==> src/rtl/ret_stack_pkg.sv <==
package ret_stack_pkg;
  typedef enum logic [2:0] {
    OP_NONE = 3'd0,
    OP_RET  = 3'd1,
    OP_RC   = 3'd2,
    OP_RNC  = 3'd3,
    OP_RZ   = 3'd4,
    OP_RNZ  = 3'd5,
    OP_RS   = 3'd6,
    OP_RETI = 3'd7
  } ret_op_e;
endpackage

==> src/rtl/ret_cond_eval.sv <==
module ret_cond_eval
  import ret_stack_pkg::*;
(
  input  ret_op_e op_i,
  input  logic    carry_i,
  input  logic    zero_i,
  input  logic    sign_i,
  output logic    pop_req_o,
  output logic    reti_o
);
  always_comb begin
    unique case (op_i)
      OP_RET, OP_RETI: pop_req_o = 1'b1;
      OP_RC:           pop_req_o = carry_i;
      OP_RNC:          pop_req_o = ~carry_i;
      OP_RZ:           pop_req_o = zero_i;
      OP_RNZ:          pop_req_o = ~zero_i;
      OP_RS:           pop_req_o = sign_i;
      default:         pop_req_o = 1'b0;
    endcase
  end
  assign reti_o = (op_i == OP_RETI);
endmodule

==> src/rtl/ret_lifo.sv <==
module ret_lifo #(
  parameter int unsigned WIDTH = 16,
  parameter int unsigned DEPTH = 8
) (
  input  logic             clk_i,
  input  logic             rst_ni,
  input  logic             push_i,
  input  logic [WIDTH-1:0] push_data_i,
  input  logic             pop_req_i,
  output logic             pop_ok_o,
  output logic [WIDTH-1:0] top_o,
  output logic             empty_o,
  output logic             overflow_o,
  output logic             underflow_o
);
  localparam int unsigned PTR_W = (DEPTH > 1) ? $clog2(DEPTH) : 1;
  localparam int unsigned CNT_W = $clog2(DEPTH + 1);
  localparam logic [CNT_W-1:0] FULL_CNT = CNT_W'(DEPTH);

  logic [WIDTH-1:0] slot_q [DEPTH];
  logic [PTR_W-1:0] sp_q;   // next free slot, wraps
  logic [CNT_W-1:0] cnt_q;
  logic [PTR_W-1:0] top_idx, wr_idx;
  logic             ovf_q, unf_q;

  assign empty_o  = (cnt_q == '0);
  assign pop_ok_o = pop_req_i & ~empty_o;
  assign top_idx  = sp_q - 1'b1;
  assign wr_idx   = pop_ok_o ? top_idx : sp_q;
  assign top_o    = slot_q[top_idx];

  for (genvar g = 0; g < DEPTH; g++) begin : g_slot
    always_ff @(posedge clk_i or negedge rst_ni) begin
      if (!rst_ni) slot_q[g] <= '0;
      else if (push_i && wr_idx == PTR_W'(g)) slot_q[g] <= push_data_i;
    end
  end

  always_ff @(posedge clk_i or negedge rst_ni) begin
    if (!rst_ni) begin
      sp_q  <= '0;
      cnt_q <= '0;
      ovf_q <= 1'b0;
      unf_q <= 1'b0;
    end else begin
      if (pop_req_i && empty_o) unf_q <= 1'b1;
      if (push_i && !pop_ok_o) begin
        sp_q <= sp_q + 1'b1;
        if (cnt_q == FULL_CNT) ovf_q <= 1'b1;
        else                   cnt_q <= cnt_q + 1'b1;
      end else if (pop_ok_o && !push_i) begin
        sp_q  <= top_idx;
        cnt_q <= cnt_q - 1'b1;
      end
    end
  end

  assign overflow_o  = ovf_q;
  assign underflow_o = unf_q;

  p_idle_hold_r5: assert property (@(posedge clk_i) disable iff (!rst_ni)
    (!push_i && !pop_ok_o) |=> ($stable(sp_q) && $stable(cnt_q)));
  p_pop_dec_r1: assert property (@(posedge clk_i) disable iff (!rst_ni)
    (pop_ok_o && !push_i) |=> (cnt_q == $past(cnt_q) - 1'b1));
  p_push_inc_r7: assert property (@(posedge clk_i) disable iff (!rst_ni)
    (push_i && !pop_ok_o && cnt_q != FULL_CNT) |=> (cnt_q == $past(cnt_q) + 1'b1));
  p_ovf_set_r8: assert property (@(posedge clk_i) disable iff (!rst_ni)
    (push_i && !pop_ok_o && cnt_q == FULL_CNT) |=> (overflow_o && cnt_q == FULL_CNT));
  p_ovf_sticky_r8: assert property (@(posedge clk_i) disable iff (!rst_ni)
    overflow_o |=> overflow_o);
  p_unf_set_r9: assert property (@(posedge clk_i) disable iff (!rst_ni)
    (pop_req_i && empty_o) |=> underflow_o);
  p_unf_sticky_r9: assert property (@(posedge clk_i) disable iff (!rst_ni)
    underflow_o |=> underflow_o);
  p_swap_hold_r11: assert property (@(posedge clk_i) disable iff (!rst_ni)
    (push_i && pop_ok_o) |=> $stable(cnt_q));
endmodule

==> src/rtl/ret_stack_unit.sv <==
module ret_stack_unit
  import ret_stack_pkg::*;
#(
  parameter int unsigned ADDR_W = 16,
  parameter int unsigned DEPTH  = 8
) (
  input  logic              clk_i,
  input  logic              rst_ni,
  input  logic              push_i,
  input  logic [ADDR_W-1:0] push_addr_i,
  input  logic [2:0]        ret_op_i,
  input  logic              carry_i,
  input  logic              zero_i,
  input  logic              sign_i,
  output logic [ADDR_W-1:0] next_ip_o,
  output logic              take_o,
  output logic              empty_o,
  output logic              overflow_o,
  output logic              underflow_o,
  output logic              reti_o
);
  ret_op_e op;
  logic    pop_req;

  assign op = ret_op_e'(ret_op_i);

  ret_cond_eval u_cond (
    .op_i      (op),
    .carry_i   (carry_i),
    .zero_i    (zero_i),
    .sign_i    (sign_i),
    .pop_req_o (pop_req),
    .reti_o    (reti_o)
  );

  ret_lifo #(.WIDTH(ADDR_W), .DEPTH(DEPTH)) u_lifo (
    .clk_i       (clk_i),
    .rst_ni      (rst_ni),
    .push_i      (push_i),
    .push_data_i (push_addr_i),
    .pop_req_i   (pop_req),
    .pop_ok_o    (take_o),
    .top_o       (next_ip_o),
    .empty_o     (empty_o),
    .overflow_o  (overflow_o),
    .underflow_o (underflow_o)
  );

  p_no_take_empty_r9: assert property (@(posedge clk_i) disable iff (!rst_ni)
    empty_o |-> !take_o);
  p_carry_gate_r2: assert property (@(posedge clk_i) disable iff (!rst_ni)
    ((ret_op_i == 3'd2 && !carry_i) || (ret_op_i == 3'd3 && carry_i)) |-> !take_o);
  p_zero_gate_r3: assert property (@(posedge clk_i) disable iff (!rst_ni)
    ((ret_op_i == 3'd4 && !zero_i) || (ret_op_i == 3'd5 && zero_i)) |-> !take_o);
  p_sign_gate_r4: assert property (@(posedge clk_i) disable iff (!rst_ni)
    (ret_op_i == 3'd6 && !sign_i) |-> !take_o);
  p_none_idle_r5: assert property (@(posedge clk_i) disable iff (!rst_ni)
    (ret_op_i == 3'd0) |-> !take_o);
  p_reti_take_r6: assert property (@(posedge clk_i) disable iff (!rst_ni)
    (reti_o && !empty_o) |-> take_o);
  p_plain_take_r1: assert property (@(posedge clk_i) disable iff (!rst_ni)
    (ret_op_i == 3'd1 && !empty_o) |-> take_o);
endmodule

==> config.mk <==
export PLATFORM = sky130hd
export DESIGN_NAME = ret_stack_unit
export DESIGN_NICKNAME = d
export VERILOG_FILES = /design/src/rtl/ret_stack_pkg.sv /design/src/rtl/ret_cond_eval.sv /design/src/rtl/ret_lifo.sv /design/src/rtl/ret_stack_unit.sv
export SDC_FILE = /design/constraint.sdc
export NUM_CORES = 1
export LEC_CHECK = 0
export CAP_MARGIN = 20
export CORE_UTILIZATION = 58
export DETAILED_ROUTE_END_ITERATION = 16
export DONT_BUFFER_PORTS = 1
export PLACE_DENSITY = 0.76
export SKIP_LAST_GASP = 1
export SLEW_MARGIN = 20
export SYNTH_ARGS = -nofsm -noshare
export SYNTH_HDL_FRONTEND = slang
export SYNTH_SLANG_ARGS = --single-unit
==> constraint.sdc <==
create_clock -name clk_i -period 2.8 [get_ports clk_i]
set_input_delay 0.28 -clock clk_i [delete_from_list [all_inputs] [get_ports clk_i]]
set_output_delay 0.28 -clock clk_i [all_outputs]
set_load 0.01 [all_outputs]
==> Word-level counts from Yosys, hierarchy flattened <==
Cells that the tools add are included.
{ "totals": {"word_cells": 67, "latchBits": 0, "reg_bits": 137, "mem_count": 0, "output_inout_bits": 21, "romBits": 0, "inputBits": 25, "ram_bits": 0} }
{ "classes": {"order_cmp": 1, "n_div": 0, "n_eq_ne": 16, "muxes": 10, "add_sub_neg": 4, "n_mul": 0, "reduce_logical": 19, "n_shift": 0, "bitwise": 5} }
{ "ops": {"columns": ["cell", "count"], "rows": [
  ["binary-select mux 16 bit (select 3 bit)", 1],
  ["two-way mux 16 bit", 2],
  ["equality test 3 bit (second input constant)", 8],
  ["equality test 3 x 2 -> 1 bit (second input constant)", 4],
  ["two-way mux 4 bit", 3],
  ["logical AND 1 bit", 11],
  ["two-way mux 3 bit", 3],
  ["equality test 3 x 1 -> 1 bit (second input constant)", 2],
  ["one-hot mux 1 bit (6 select lines)", 1],
  ["adder 4 x 1 -> 4 bit (second input constant)", 1],
  ["equality test 4 bit (second input constant)", 1],
  [">= comparator 4 bit (second input constant)", 1],
  ["zero test 4 bit", 1],
  ["inverter 3 -> 4 bit", 1],
  ["AND reduction 2 bit", 2],
  ["subtractor 4 x 1 -> 4 bit (second input constant)", 1],
  ["adder 3 x 1 -> 3 bit (second input constant)", 1],
  ["zero test 3 bit", 1],
  ["inverter 1 bit", 3],
  ["subtractor 3 x 1 -> 3 bit (second input constant)", 1],
  ["zero test 1 bit", 2],
  ["inequality test 2 bit (second input constant)", 1],
  ["nonzero test 2 bit", 1],
  ["OR reduction 2 bit", 1],
  ["bitwise AND 1 bit", 1]
]} }

==> Longest topological paths before layout <==
{ "depth": {"ltp_word": 8, "ltp_mapped": 12, "depth_no_buf": 11} }

==> Hierarchy <==
From an unflattened synthesis, not the netlist that was laid out.
{ "hier_totals": {"hier_cells": 420, "hier_area_um2": 6576.3} }
{ "by_module_without_submodules": {"columns": ["module", "instances", "area_each_um2", "cells_per_inst", "seq_area_each_um2"], "rows": [
  ["ret_lifo", 1, 6521.3, 412, 3428.3],
  ["ret_cond_eval", 1, 55.1, 8, 0.0]
]} }

==> Least setup slack after synthesis <==
OpenSTA, ideal clock, no wires.
{ "synth_path": {"path_kind": "register to register", "startpoint": "register u_lifo.cnt_q[1]", "endpoint": "register u_lifo.cnt_q[3]", "required_time_ns": 2.721, "synth_period_minus_slack_ns": 2.809, "path_buffers": 1, "setup_ns": 0.079, "stages_incl_launch_ff": 12, "slack_ns": -0.009, "arrival_ns": 2.730, "cell_sequence": "dfrtp_1 or4_1 buf_6 clkinv_8 nor4_4 a21oi_1 ha_1 inv_1 ha_1 a211o_1 a21oi_1 xor2_1"} }
{ "synth_via": {"elab_chain_cells": 7, "elab_cells_between_ends": 15, "classes_between": "add/sub: 2; eq/ne: 2; mux: 3; bitwise: 2; reduce/logical: 6"} }
{ "synth_lines": {"columns": ["item", "line_no", "rtl"], "rows": [
  ["from (decl)", "ret_lifo.sv:22", "logic [CNT_W-1:0] cnt_q;"],
  ["from (signal assigned)", "ret_lifo.sv:50", "else cnt_q <= cnt_q + 1'b1;"],
  ["from (signal assigned)", "ret_lifo.sv:53", "cnt_q <= cnt_q - 1'b1;"],
  ["zero test 4 bit *", "ret_lifo.sv:26", "assign empty_o = (cnt_q == '0);"],
  ["net empty_o", "ret_stack_unit.sv:17", "output logic empty_o,"],
  ["inverter 1 bit *", "ret_lifo.sv:27", "assign pop_ok_o = pop_req_i & ~empty_o;"],
  ["bitwise AND 1 bit *", "ret_lifo.sv:27", null],
  ["zero test 1 bit", "ret_lifo.sv:47", "if (push_i && !pop_ok_o) begin"],
  ["logical AND 1 bit", "ret_lifo.sv:47", null],
  ["inequality test 2 bit (no line) or nonzero test 2 bit (tied branches)", null, null],
  ["AND reduction 2 bit (no line)", null, null]
]} }
The timed path passes the listed nets; every way through them passes the cells marked *. The select of a mux whose other input is x is not followed.
A chain may end at the register's enable or synchronous reset.

==> Worst setup path after layout <==
{ "layout_path": {"startpoint": "register u_lifo.sp_q[1]", "endpoint": "output port next_ip_o[6]"} }
{ "layout_via": {"elab_chain_cells": 5} }
{ "layout_lines": {"columns": ["item", "line_no", "rtl"], "rows": [
  ["from (decl)", "ret_lifo.sv:21", "logic [PTR_W-1:0] sp_q;"],
  ["from (signal assigned)", "ret_lifo.sv:48", "sp_q <= sp_q + 1'b1;"],
  ["from (signal assigned)", "ret_lifo.sv:52", "sp_q <= top_idx;"],
  ["subtractor 3 x 1 -> 3 bit", "ret_lifo.sv:28", "assign top_idx = sp_q - 1'b1;"],
  ["inverter 3 -> 4 bit (not written as such)", "ret_lifo.sv:30", "assign top_o = slot_q[top_idx];"],
  ["binary-select mux 16 bit (select 3 bit)", "ret_lifo.sv:30", null],
  ["two-way mux 16 bit (not written as such) (2 in series)", "ret_lifo.sv:30", null],
  ["to (decl)", "ret_stack_unit.sv:15", "output logic [ADDR_W-1:0] next_ip_o,"]
]} }
No other way between the ends. The select of a mux whose other input is x is not followed.

==> results.txt <==
dpl cells: 571
Main synth FF type: dfrtp_1
Startpoint Class: flop
Crit Path Max Fanout: 26
WL final: 14400 um
skew final: 0.00885 ns
Initial Utilization: 0.594
# clock sinks: 137
syn_nets: 450
Util after Layout: 0.693
critical path class: flop to output port
full die area: 12700 sq um
Power Density: 1340 nW/um^2
MaxCap Viol Count: 0
H-tree depth: 4
# IOs: 46
Antenna Nets Post-Route: 0
Final Hold Fails: 137
Post-synth EDFFs: 0
Max clock buf depth: 2
vias in the first global route: 4348
cell area after synthesis: 7130 sq um
Design Area, Final: 8330 sq um
Data arrival, critical path: 2.43 ns
Syn-to-layout area delta: 16.7%
status: complete, but fails checks
launching point of the worst reg2reg path: u_lifo.cnt_q[1]$_DFFE_PN0P_
Async SR Flop Fraction: 1.00
R2R depth: 7
Nets: 497
hpwl dp: 8720 um
Slew HR: 0.404
met3 WL: 515 um
sequential share of the synthesized area: 0.481
CTS tree: built
setup violators final: 0
largest net degree at the start of global routing: 138
Worst setup EP type: output port
DR WL/cell: 23.0 um
worst min path class: primary input to asynchronous set/reset pin
Root Buffer: clkbuf_16
Syn Area/Cell: 17.1 sq um
Num CTS Buffers: 17
routed via count: 3830
WP data required: 2.52 ns
worst-skew pair later-pin latency: 0.41 ns
reg-to-reg endpoint: u_lifo.slot_q[17]$_DFFE_PN0P_
fin cells: 625
crit path time final: 2.71 ns
VDD IR max: 0.000626 V
DRT Pass-1 Iters: 4
Top Layer Used: met4
post-synth cell types: 46
crit share post-route: 0.968
die height: 113 um
IO Port Bufs: 0
internal reg-to-reg setup slack: 0.17 ns
Ys Warns: 0
M1 wire length: 6490 um
DRT iter0 DRCs: 158
vias per cell: 6.13
area post-placement: 7480 sq um
met2 wire length: 7220 um
first-pass GRT wire length: 23900 um
hold slack final: -0.432 ns
grt ovf: 0
Reg clk slew, reported paths: 0.06 ns
antenna violations before repair: 1
Leak: 0.00370 uW
ratio of cells with drive above 1 in the final layout: 0.493
Worst Setup SP: u_lifo.sp_q[1]$_DFFE_PN0P_
gpl congestion: 0.884
failing checks: negative hold slack
# hold bufs at CTS: 20
fmax: 369 MHz
FF+latch count, synth: 137
DRC viols: 0
core area: 12000 sq um
RSZ-0062 raised after global routing: false
Max Slew Vio Count: 0
Worst-Margin Slew: 0.887 ns
num rows: 40
Cells after Synth: 418
die width: 113 um
GR Util All Layers: 0.253
fill count: 784
==> metrics by stage <==
stage	worst slack, ns	total power (uW)	setup TNS (ns)
after floorplan	0.0140	7630	0
after global placement	0.0560	8590	0
after detailed placement	-0.0983	8810	-0.204
after CTS	0.0228	11200	0
after global routing	0.0159	11700	0
final	0.0909	11200	0
==> placed cells by master (no fill, tap or decap), types with 2 or more instances in the layout <==
master and count:
clkinv_2 3, inv_1 8, a211oi_1 2, dlygate4sd3_1 20, nand2_1 4, o21ai_0 3
mux2_1 26, mux2_4 70, buf_4 18, a21oi_1 5, and3b_1 3, and2_1 2
o21bai_1 2, nand2b_1 2, a211o_1 2, dfrtp_1 136, o221ai_4 3, clkbuf_16 17
a2111oi_4 8, ha_1 6, bufinv_16 3, o2111ai_4 3, mux2_2 51, nor2_1 2
buf_12 8, xnor2_1 4, mux4_2 32, xor2_1 2, clkbuf_8 6
==> cells by family (layout without fill, tap and decap cells) <==
group	count (synthesis)	count (layout)	share of synthesized area
flip-flops	137	137	0.481
buffers and inverters	28	87	0.0260
AO/OA/AOI/OAI	38	38	0.0805
adder cells (fa/ha/maj)	7	7	0.0123
multiplexers	180	180	0.371
AND/OR/NAND/NOR	21	21	0.0209
other	0	1	0
XOR/XNOR	7	7	0.00859
==> where the power goes <==
| part | internal [uW] | leakage [uW] | switching [uW] |
|---|---|---|---|
| Sequential | 3000 | 0.00164 | 566 |
| Clock | 1530 | 0.000308 | 785 |
| Combinational | 3010 | 0.00176 | 2270 |
| Total | 7550 | 0.00370 | 3620 |
==> layout make-up <==
type                            count  area (sq um)  share of cell area
Multi-Input combinational cell    253          3530               0.424
Sequential cell                   137          3430               0.412
Clock buffer                       24           512              0.0614
Timing Repair Buffer               47           507              0.0608
Tap cell                          147           184              0.0221
Clock inverter                      7           113              0.0135
Inverter                            9          46.3             0.00556
Antenna cell                        1          2.50            0.000300
==> routing by layer <==
metal,track usage,vias up
li1,-,1697
met1,0.339,2055
met2,0.411,63
met3,0.0637,15
met4,0.0807,0
met5,0,-
==> cells in the mapped netlist (2+ instances only) <==
master	instances	share of area
a2111oi_4	8	0.031
a211o_1	2	0.0025
a211oi_1	2	0.0021
a21oi_1	5	0.0035
and2_1	2	0.0018
and3b_1	3	0.0037
buf_2	3	0.0021
buf_6	8	0.013
clkbuf_1	6	0.0032
dfrtp_1	137	0.48
ha_1	7	0.012
inv_1	8	0.0042
mux2_1	26	0.041
mux2_2	51	0.080
mux2_4	70	0.15
mux4_2	32	0.10
nand2_1	4	0.0021
nand2b_1	2	0.0018
nor2_1	2	0.0011
o2111ai_4	3	0.011
o21ai_0	4	0.0028
o21bai_1	2	0.0021
o221ai_4	3	0.011
xnor2_1	4	0.0049
xor2_1	3	0.0037
==> flip-flops by register name (all words and copies together), names as in the netlist <==
name and flops:
u_lifo.sp_q 3, u_lifo.cnt_q 4, u_lifo.underflow_o 1, u_lifo.overflow_o 1, u_lifo.slot_q 128
==> how the worst max path moves through the flow <==
stage	endpoint	slack, ns
global placement	u_lifo.cnt_q[1]$_DFFE_PN0P_	0.06
detailed placement	u_lifo.cnt_q[1]$_DFFE_PN0P_	-0.1
floorplan	u_lifo.cnt_q[3]$_DFFE_PN0P_	0.01
finish	next_ip_o[6]	0.09
global route	next_ip_o[6]	0.02
CTS	u_lifo.slot_q[17]$_DFFE_PN0P_	0.02
==> timing repair <==
| action | in CTS | in global routing |
|---|---|---|
| endpoints found under the setup margin | 17 | 43 |
| setup buffers | 0 | 2 |
| gates cloned | 0 | 0 |
| endpoints found under the hold margin | 236 | 137 |
| gates resized for setup | 2 | 1 |
| pin swaps | 1 | 1 |
==> critical path, stage by stage (launching register included) <==
cell	delay (ns)
dfrtp_1	0.34
inv_1	0.11
ha_1	0.42
buf_4	0.42
mux4_2	0.40
mux2_2	0.32
No activity file was read; power rests on OpenSTA's default activity.
